File: src/rtl/mlsp_pkg.sv
package mlsp_pkg;
    localparam int ADDR_W = 5;

    typedef enum logic [1:0] {
        LM_ONE  = 2'd0,
        LM_TWO  = 2'd1,
        LM_FOUR = 2'd2,
        LM_RSVD = 2'd3
    } lane_mode_e;

    typedef enum logic {
        PH_INSTR = 1'b0,
        PH_DATA  = 1'b1
    } phase_e;

    function automatic logic [3:0] bits_per_edge(lane_mode_e m);
        case (m)
            LM_TWO:  return 4'd2;
            LM_FOUR: return 4'd4;
            default: return 4'd1;
        endcase
    endfunction
endpackage

File: src/rtl/mlsp_edge.sv
module mlsp_edge (
    input  logic clk,
    input  logic rst_n,
    input  logic sclk,
    output logic rise,
    output logic fall
);
    logic sclk_q;

    always_ff @(posedge clk) begin
        if (!rst_n) sclk_q <= 1'b0;
        else        sclk_q <= sclk;
    end

    assign rise = sclk & ~sclk_q;
    assign fall = ~sclk & sclk_q;
endmodule

File: src/rtl/mlsp_width.sv
module mlsp_width #(
    parameter int                       REG_COUNT = 8,
    parameter int                       NB_W      = 3,
    parameter logic [REG_COUNT*4-1:0]   REG_BYTES = 32'h1244_4231
) (
    input  logic [mlsp_pkg::ADDR_W-1:0] addr,
    output logic [NB_W-1:0]             nbytes,
    output logic                        valid
);
    logic [REG_COUNT-1:0] hit;
    logic [NB_W-1:0]      wtab [REG_COUNT];

    for (genvar i = 0; i < REG_COUNT; i++) begin : g_ent
        assign hit[i]  = (addr == mlsp_pkg::ADDR_W'(i));
        assign wtab[i] = REG_BYTES[i*4 +: NB_W];
    end

    always_comb begin
        valid  = |hit;
        nbytes = NB_W'(1);
        for (int i = 0; i < REG_COUNT; i++) begin
            if (hit[i]) nbytes = wtab[i];
        end
    end
endmodule

File: src/rtl/mlsp_lane.sv
module mlsp_lane (
    input  mlsp_pkg::lane_mode_e mode,
    input  logic [3:0]           lanes,
    input  logic [7:0]           shreg,
    output logic [7:0]           shifted
);
    always_comb begin
        case (mode)
            mlsp_pkg::LM_TWO:  shifted = {shreg[5:0], lanes[1:0]};
            mlsp_pkg::LM_FOUR: shifted = {shreg[3:0], lanes[3:0]};
            default:           shifted = {shreg[6:0], lanes[0]};
        endcase
    end
endmodule

File: src/rtl/mlsp_port.sv
module mlsp_port #(
    parameter int                     MAX_BYTES = 4,
    parameter int                     REG_COUNT = 8,
    parameter logic [REG_COUNT*4-1:0] REG_BYTES = 32'h1244_4231
) (
    input  logic                 clk,
    input  logic                 rst_n,
    input  logic [1:0]           lane_mode,
    input  logic                 sclk,
    input  logic                 cs_n,
    input  logic                 resync,
    input  logic [3:0]           sdio_in,
    output logic [3:0]           sdio_out,
    output logic [3:0]           sdio_oe,
    output logic [4:0]           rd_addr,
    input  logic [MAX_BYTES*8-1:0] rd_data,
    output logic                 wr_en,
    output logic [4:0]           wr_addr,
    output logic [$clog2(MAX_BYTES)-1:0] wr_byte,
    output logic [7:0]           wr_data
);
    import mlsp_pkg::*;

    localparam int BIDX_W = $clog2(MAX_BYTES);
    localparam int NB_W   = BIDX_W + 1;

    typedef struct packed {
        phase_e              phase;
        logic [3:0]          cnt;
        logic [7:0]          shreg;
        logic                rw;
        logic [ADDR_W-1:0]   addr;
        logic [BIDX_W-1:0]   idx;
        logic [3:0]          out;
        logic [3:0]          oe;
        logic                wr_en;
        logic [ADDR_W-1:0]   wr_addr;
        logic [BIDX_W-1:0]   wr_byte;
        logic [7:0]          wr_data;
    } state_t;

    state_t st_d, st_q;

    logic              rise, fall;
    lane_mode_e        mode;
    logic [3:0]        kbits;
    logic [7:0]        shifted;
    logic [NB_W-1:0]   nbytes;
    logic              valid;
    logic [BIDX_W-1:0] last_idx;
    logic [BIDX_W-1:0] sig_cur;
    logic [7:0]        rbyte;
    logic [7:0]        chunk;
    logic              byte_done;

    assign mode  = lane_mode_e'(lane_mode);
    assign kbits = bits_per_edge(mode);

    mlsp_edge u_edge (
        .clk   (clk),
        .rst_n (rst_n),
        .sclk  (sclk),
        .rise  (rise),
        .fall  (fall)
    );

    mlsp_lane u_lane (
        .mode    (mode),
        .lanes   (sdio_in),
        .shreg   (st_q.shreg),
        .shifted (shifted)
    );

    mlsp_width #(
        .REG_COUNT (REG_COUNT),
        .NB_W      (NB_W),
        .REG_BYTES (REG_BYTES)
    ) u_width (
        .addr   (st_q.addr),
        .nbytes (nbytes),
        .valid  (valid)
    );

    assign last_idx  = BIDX_W'(nbytes - NB_W'(1));
    assign sig_cur   = last_idx - st_q.idx;
    assign byte_done = (st_q.cnt + kbits) == 4'd8;
    assign rbyte     = valid ? rd_data[sig_cur*8 +: 8] : 8'h00;
    assign chunk     = rbyte >> (4'd8 - st_q.cnt - kbits);

    always_comb begin
        st_d       = st_q;
        st_d.wr_en = 1'b0;
        if (cs_n || resync) begin
            st_d.phase = PH_INSTR;
            st_d.cnt   = 4'd0;
            st_d.oe    = 4'b0000;
            st_d.out   = 4'b0000;
        end else if (rise) begin
            st_d.shreg = shifted;
            st_d.cnt   = st_q.cnt + kbits;
            if (byte_done) begin
                st_d.cnt = 4'd0;
                if (st_q.phase == PH_INSTR) begin
                    st_d.rw    = shifted[7];
                    st_d.addr  = shifted[ADDR_W-1:0];
                    st_d.idx   = '0;
                    st_d.phase = PH_DATA;
                end else begin
                    if (!st_q.rw && valid) begin
                        st_d.wr_en   = 1'b1;
                        st_d.wr_addr = st_q.addr;
                        st_d.wr_byte = sig_cur;
                        st_d.wr_data = shifted;
                    end
                    if (st_q.idx == last_idx) begin
                        st_d.phase = PH_INSTR;
                        st_d.oe    = 4'b0000;
                    end else begin
                        st_d.idx = st_q.idx + BIDX_W'(1);
                    end
                end
            end
        end else if (fall && st_q.phase == PH_DATA && st_q.rw) begin
            case (mode)
                LM_TWO: begin
                    st_d.out = {2'b00, chunk[1:0]};
                    st_d.oe  = 4'b0011;
                end
                LM_FOUR: begin
                    st_d.out = chunk[3:0];
                    st_d.oe  = 4'b1111;
                end
                default: begin
                    st_d.out = {1'b0, chunk[0], 2'b00};
                    st_d.oe  = 4'b0100;
                end
            endcase
        end
    end

    always_ff @(posedge clk) begin
        if (!rst_n) begin
            st_q <= '0;
        end else begin
            st_q <= st_d;
        end
    end

    assign sdio_out = st_q.out;
    assign sdio_oe  = st_q.oe;
    assign rd_addr  = st_q.addr;
    assign wr_en    = st_q.wr_en;
    assign wr_addr  = st_q.wr_addr;
    assign wr_byte  = st_q.wr_byte;
    assign wr_data  = st_q.wr_data;
endmodule

File: config.mk
export PLATFORM = sky130hd
export DESIGN_NAME = mlsp_port
export DESIGN_NICKNAME = d
export VERILOG_FILES = /design/src/rtl/mlsp_pkg.sv /design/src/rtl/mlsp_edge.sv /design/src/rtl/mlsp_width.sv /design/src/rtl/mlsp_lane.sv /design/src/rtl/mlsp_port.sv
export SDC_FILE = /design/constraint.sdc
export NUM_CORES = 1
export LEC_CHECK = 0
export BUFFER_PORTS_ARGS = -buffer_cell sky130_fd_sc_hd__buf_2
export CORE_MARGIN = 1.5
export CORE_UTILIZATION = 57
export CTS_CLUSTER_DIAMETER = 50
export DETAILED_ROUTE_END_ITERATION = 8
export HOLD_SLACK_MARGIN = 0.06
export PLACE_DENSITY = 0.81
export RECOVER_POWER = 25
export SLEW_MARGIN = 20
export SYNTH_ARGS = -nofsm -noshare
export SYNTH_HDL_FRONTEND = slang
export SYNTH_HIERARCHICAL = 1
export SYNTH_SLANG_ARGS = --single-unit
File: constraint.sdc
create_clock -name clk -period 4.1 [get_ports clk]
set_input_delay 0.615 -clock clk [delete_from_list [all_inputs] [get_ports clk]]
set_output_delay 0.615 -clock clk [all_outputs]
set_load 0.01 [all_outputs]
==> results of run 1 <==
path summary, 6_finish.rpt:
check                                 start     endpoint  slack, ns  depth (start not counted)
worst min register to register  sdio_out[0]  sdio_out[0]       0.44                          2
worst min-delay path            sdio_out[0]  sdio_out[0]       0.44                          2
worst max-delay path             rd_addr[4]  sdio_out[1]       0.94                         11
worst max register to register   rd_addr[4]  sdio_out[1]       0.94                         11
flip-flops by register name, summed over array words and instances (netlist names):
name           count
rd_addr            5
sdio_oe            3
sdio_out           4
st_q              15
u_edge/sclk_q      1
wr_addr            5
wr_byte            2
wr_data            8
wr_en              1
power by group through the flow:
stage               registers, mW  logic, mW  clock network, mW
finish                      0.430      0.142              0.353
floorplan                   0.439     0.0992                  0
detailed placement          0.440      0.139                  0
global route                0.430      0.155              0.376
global placement            0.440      0.138                  0
CTS                         0.430      0.140              0.358
routing by layer:
metal	vias up	GRT usage, %	wire [microns]
li1	1198	-	-
met1	1131	28.8	2930
met2	71	37.5	3030
met3	8	4.67	343
met4	0	7.78	69
met5	-	0	0
area by class of cell:
cell class | instances | area, sq um
Multi-Input combinational cell | 233 | 1830
Clock inverter | 2 | 38.8
Tap cell | 70 | 87.6
Fill cell | 464 | 1840
Inverter | 9 | 33.8
Timing Repair Buffer | 73 | 348
Clock buffer | 6 | 82.6
Sequential cell | 44 | 881
worst max-delay path, delay by kind of cell, from the launching register on:
family / cells / cell delay [ns]
DFF: 1 / 0.36
buffers and inverters: 1 / 0.27
muxes: 2 / 0.67
adders and majority gates: 1 / 0.33
AOI/OAI and AO/OA: 2 / 0.38
and+or+nand+nor: 3 / 0.43
xor gates and xnor gates: 2 / 0.62
==> impl_metrics.ini, run 1 <==
[sta]
slew_viol_final = 0
worstMarginPinSlew_ns = 1.20
whs_ns = 0.443
timing.slew.headroom_pct = 20.0
fin_crit_sh_pct = 77.2
final.setup.tns_ns = 0
final_hold_viol_count = 0
grt_setup_unrepaired = false
fmax_mhz = 316
timing.clock.skew_ns = 0.0108
finalSetupViolations = 0
fin_crit_ns = 3.16
finalWorstSetupSlack_ns = 0.936

[global_routing]
overflow = 0
grt_pass1_wl_microns = 10700
grt_util_all_layers_pct = 22.4
antenna_found_initial = 0
grt_pass1_vias = 2362
grt_max_degree = 35

[detailed_routing]
vias = 2408
ant_nets = 0
drtPass1Iterations = 4
drc = 0
wirelength_microns = 6370
vias_per_cell = 5.51
wl_per_cell_microns = 14.6
drt_iter0_drc = 126

[outcome]
outcome = finished, final reports clean

[clock_network]
post_cts_resized = 0
cts_root_buf = clkbuf_8
cts_hold_buffers = 0
clock_latency_ns = 0.30
numCtsBuffers = 5
cts_tree = yes
cts.sinks = 44
cts_buffer_depth = 2
clk_pin_slew_ns = 0.09
cts_setup_buffers = 0
h-tree-depth = 2

[floorplan]
core_sq_mm = 0.00514
die_h_microns = 76.1
start_util_pct = 59.2
die-area_sq_mm = 0.00579
fp-row-count = 26
pin_count = 72
die_w_microns = 76.1

[power]
p_int_mw = 0.692
total_power_mw = 0.925
irDropWorstVdd_mv = 0.229
power.net_switching_mw = 0.233
swShare_pct = 25.2
power_density_mw_per_mm2 = 280
share_seq_of_total_power_pct = 46.5
p_comb_share_pct = 15.4
p_leak_nw = 1.30
clkPwrFrac_pct = 38.2

[hold_path]
hp-class = flop to flop

[run]
max_cap_violations = 0

[layout]
area_delta_synth_final_pct = 8.55
layout-drive-gt1-share_pct = 22.1
final_cell_mix = buf_2 (53), dfxtp_1 (44), nand2_1 (39), mux2i_1 (37), nor2b_1 (26)
final_cell_area_sq_mm = 0.00330
diodes = 0
final_cell_count_no_fill = 437
utilization_pct = 64.3
nets = 422
layout_commonest_cell = buf_2

[critical_path]
cpPeakStageDelay_ns = 0.51
cp.arrival_ns = 3.35
cp-start-kind = flop
cp-end-kind = flop
path_max_fanout = 8
cp_cell_sequence = nor2_2 > o211ai_1 > ha_1 > xnor2_1 > xnor2_1 > buf_4 > mux4_2 > mux2i_1 > o22ai_1 > nand2_1 > nand3_1
crit_slowest_cell = mux4_2
cp_common_cell = xnor2_1
path_class = flop to flop
worstPathRequired_ns = 4.29

[place]
place_hpwl_microns = 4720
io_buffers = 71
preCtsSetupSlack_ns = 0.849
place_area_sq_mm = 0.00321
dp.cells = 429
place_congestion = 0.875

[logic_synthesis]
syn_inst = 328
synth_warnings = 6
synth_nets = 384
syn_area_sq_mm = 0.00304
postSynthAreaPerCell_sq_um = 9.28
Note: power is estimated with default switching activity, not from simulation.
==> inputs of run 2 (changes only) <==
--- a/config.mk
+++ b/config.mk
@@ -7,11 +7,11 @@
 export LEC_CHECK = 0
 export BUFFER_PORTS_ARGS = -buffer_cell sky130_fd_sc_hd__buf_2
 export CORE_MARGIN = 1.5
-export CORE_UTILIZATION = 57
+export CORE_UTILIZATION = 55
 export CTS_CLUSTER_DIAMETER = 50
 export DETAILED_ROUTE_END_ITERATION = 8
 export HOLD_SLACK_MARGIN = 0.06
-export PLACE_DENSITY = 0.81
+export PLACE_DENSITY = 0.78
 export RECOVER_POWER = 25
 export SLEW_MARGIN = 20
 export SYNTH_ARGS = -nofsm -noshare
==> constraint.sdc (replaced) <==
create_clock -name clk -period 3.3 [get_ports clk]
set_input_delay 0.495 -clock clk [delete_from_list [all_inputs] [get_ports clk]]
set_output_delay 0.495 -clock clk [all_outputs]
set_load 0.01 [all_outputs]
==> run 2 against run 1 <==
Net effect: final cell count up 0.92%; total power is 29% higher; hold slack got worse by 0.014 ns; setup slack worse by 0.41 ns; global-route usage fell by 0.72 points; critical path type unchanged; critical endpoint is now sdio_out[2].
==> impl_metrics.ini, run 2 (synthesis results as in run 1) <==
[detailed_routing]
ant_nets = 0
drtPass1Iterations = 5
wirelength_microns = 6260
vias = 2419
wl_per_cell_microns = 14.2
drc = 0
vias_per_cell = 5.49
drt_iter0_drc = 89

[clock_network]
cts_setup_buffers = 0
cts_tree = yes
numCtsBuffers = 5
clock_latency_ns = 0.30
h-tree-depth = 2
clk_pin_slew_ns = 0.09
cts.sinks = 44
cts_hold_buffers = 0
cts_buffer_depth = 2
post_cts_resized = 0
cts_root_buf = clkbuf_8

[critical_path]
crit_slowest_cell = o211ai_1
worstPathRequired_ns = 3.49
cp-end-kind = flop
crit_buf_inv = 1
cpPeakStageDelay_ns = 0.45
cp.arrival_ns = 2.96
path_class = flop to flop
path_max_fanout = 11
critPathLaunch = rd_addr[2]
cp_top_family = compound AO/OA/AOI/OAI gates
reg2reg_from = rd_addr[2]
cp_cell_sequence = o211ai_1 > ha_1 > xnor2_1 > xnor2_1 > buf_4 > mux4_2 > mux2i_1 > o221ai_1 > nand3_1 > nand3_1
cp-start-kind = flop

[sta]
final_hold_viol_count = 0
slew_viol_final = 0
fin_crit_sh_pct = 84.1
fmax_mhz = 360
worstMarginPinSlew_ns = 1.13
finalSetupViolations = 0
timing.slew.headroom_pct = 24.5
grt_setup_unrepaired = false
fin_crit_ns = 2.78
final.setup.tns_ns = 0
timing.clock.skew_ns = 0.00688

[run]
max_cap_violations = 0

[global_routing]
antenna_found_initial = 0
grt_pass1_wl_microns = 10500
grt_util_all_layers_pct = 21.7
grt_pass1_vias = 2320
overflow = 0
grt_max_degree = 35

[layout]
layout_commonest_cell = buf_2
area_delta_synth_final_pct = 10.4
diodes = 0
fillers = 478
final_cell_mix = buf_2 (53), dfxtp_1 (44), nand2_1 (39), mux2i_1 (37), nor2b_1 (26)
largest_reg_flops = 15
nets = 427
largest_register = st_q
layout-drive-gt1-share_pct = 22.9

[floorplan]
start_util_pct = 58.5
die_h_microns = 77.4
pin_count = 72
die-area_sq_mm = 0.00599
fp-row-count = 26
die_w_microns = 77.4
core_sq_mm = 0.00520

[hold_path]
hp-class = input pin to flop
hp-start = sclk

[place]
io_buffers = 71
place_congestion = 0.881
place_hpwl_microns = 4860

[power]
total_power_mw = 1.20
p_leak_nw = 1.33
power_density_mw_per_mm2 = 356
irDropWorstVdd_mv = 0.270

[outcome]
outcome = finished, final reports clean
## run 2: cell types whose count changed in the layout (fill, tap and decap cells not counted), sizes merged
cell,delta
clkinv,-1
buf,+5
clkbuf,-1
bufinv,+1
## run 2: cell type report
cell class	count	area, sq um	area share (%)
clock buffer	5	68.8	2.05
clock inverter	2	60.1	1.79
inverter	9	33.8	1.00
multi-input combinational	233	1830	54.5
sequential	44	881	26.2
tap	70	87.6	2.61
timing repair buffer	78	398	11.8
## run 2: metrics by stage
step                cell area, sq um  instances  utilization (%)  hold slack [ns]  setup WS, ns
finish                          3360        441             64.6            0.429         0.524
CTS                             3380        441             65.0            0.425         0.509
global placement                3260        434             62.5            0.425         0.415
global route                    3360        441             64.6            0.441         0.279
detailed placement              3260        434             62.5            0.432         0.323
floorplan                       3040        328                -            0.417         0.427
## run 2: routing by layer
metal | track usage [%] | vias up | part of all wire [%]
met4 | 5.45 | 0 | 1.0
li1 | - | 1211 | -
met5 | 0 | - | 0
met1 | 26.9 | 1126 | 45
met3 | 4.82 | 6 | 5.7
met2 | 38.0 | 76 | 49
## run 2: final timing paths
path	depth (start not counted)	endpoint	slack, ns
setup reg to reg	10	sdio_out[2]	0.52
hold reg to reg	2	sdio_out[0]	0.45
hold / removal	2	u_edge/sclk_q	0.43
setup / recovery	10	sdio_out[2]	0.52
## run 2: power by group
part / internal [mW] / leakage (nW) / switching [mW]
Clock: 0.298 / 0.0642 / 0.183
Combinational: 0.0839 / 0.908 / 0.0976
Sequential: 0.532 / 0.355 / 0.00153
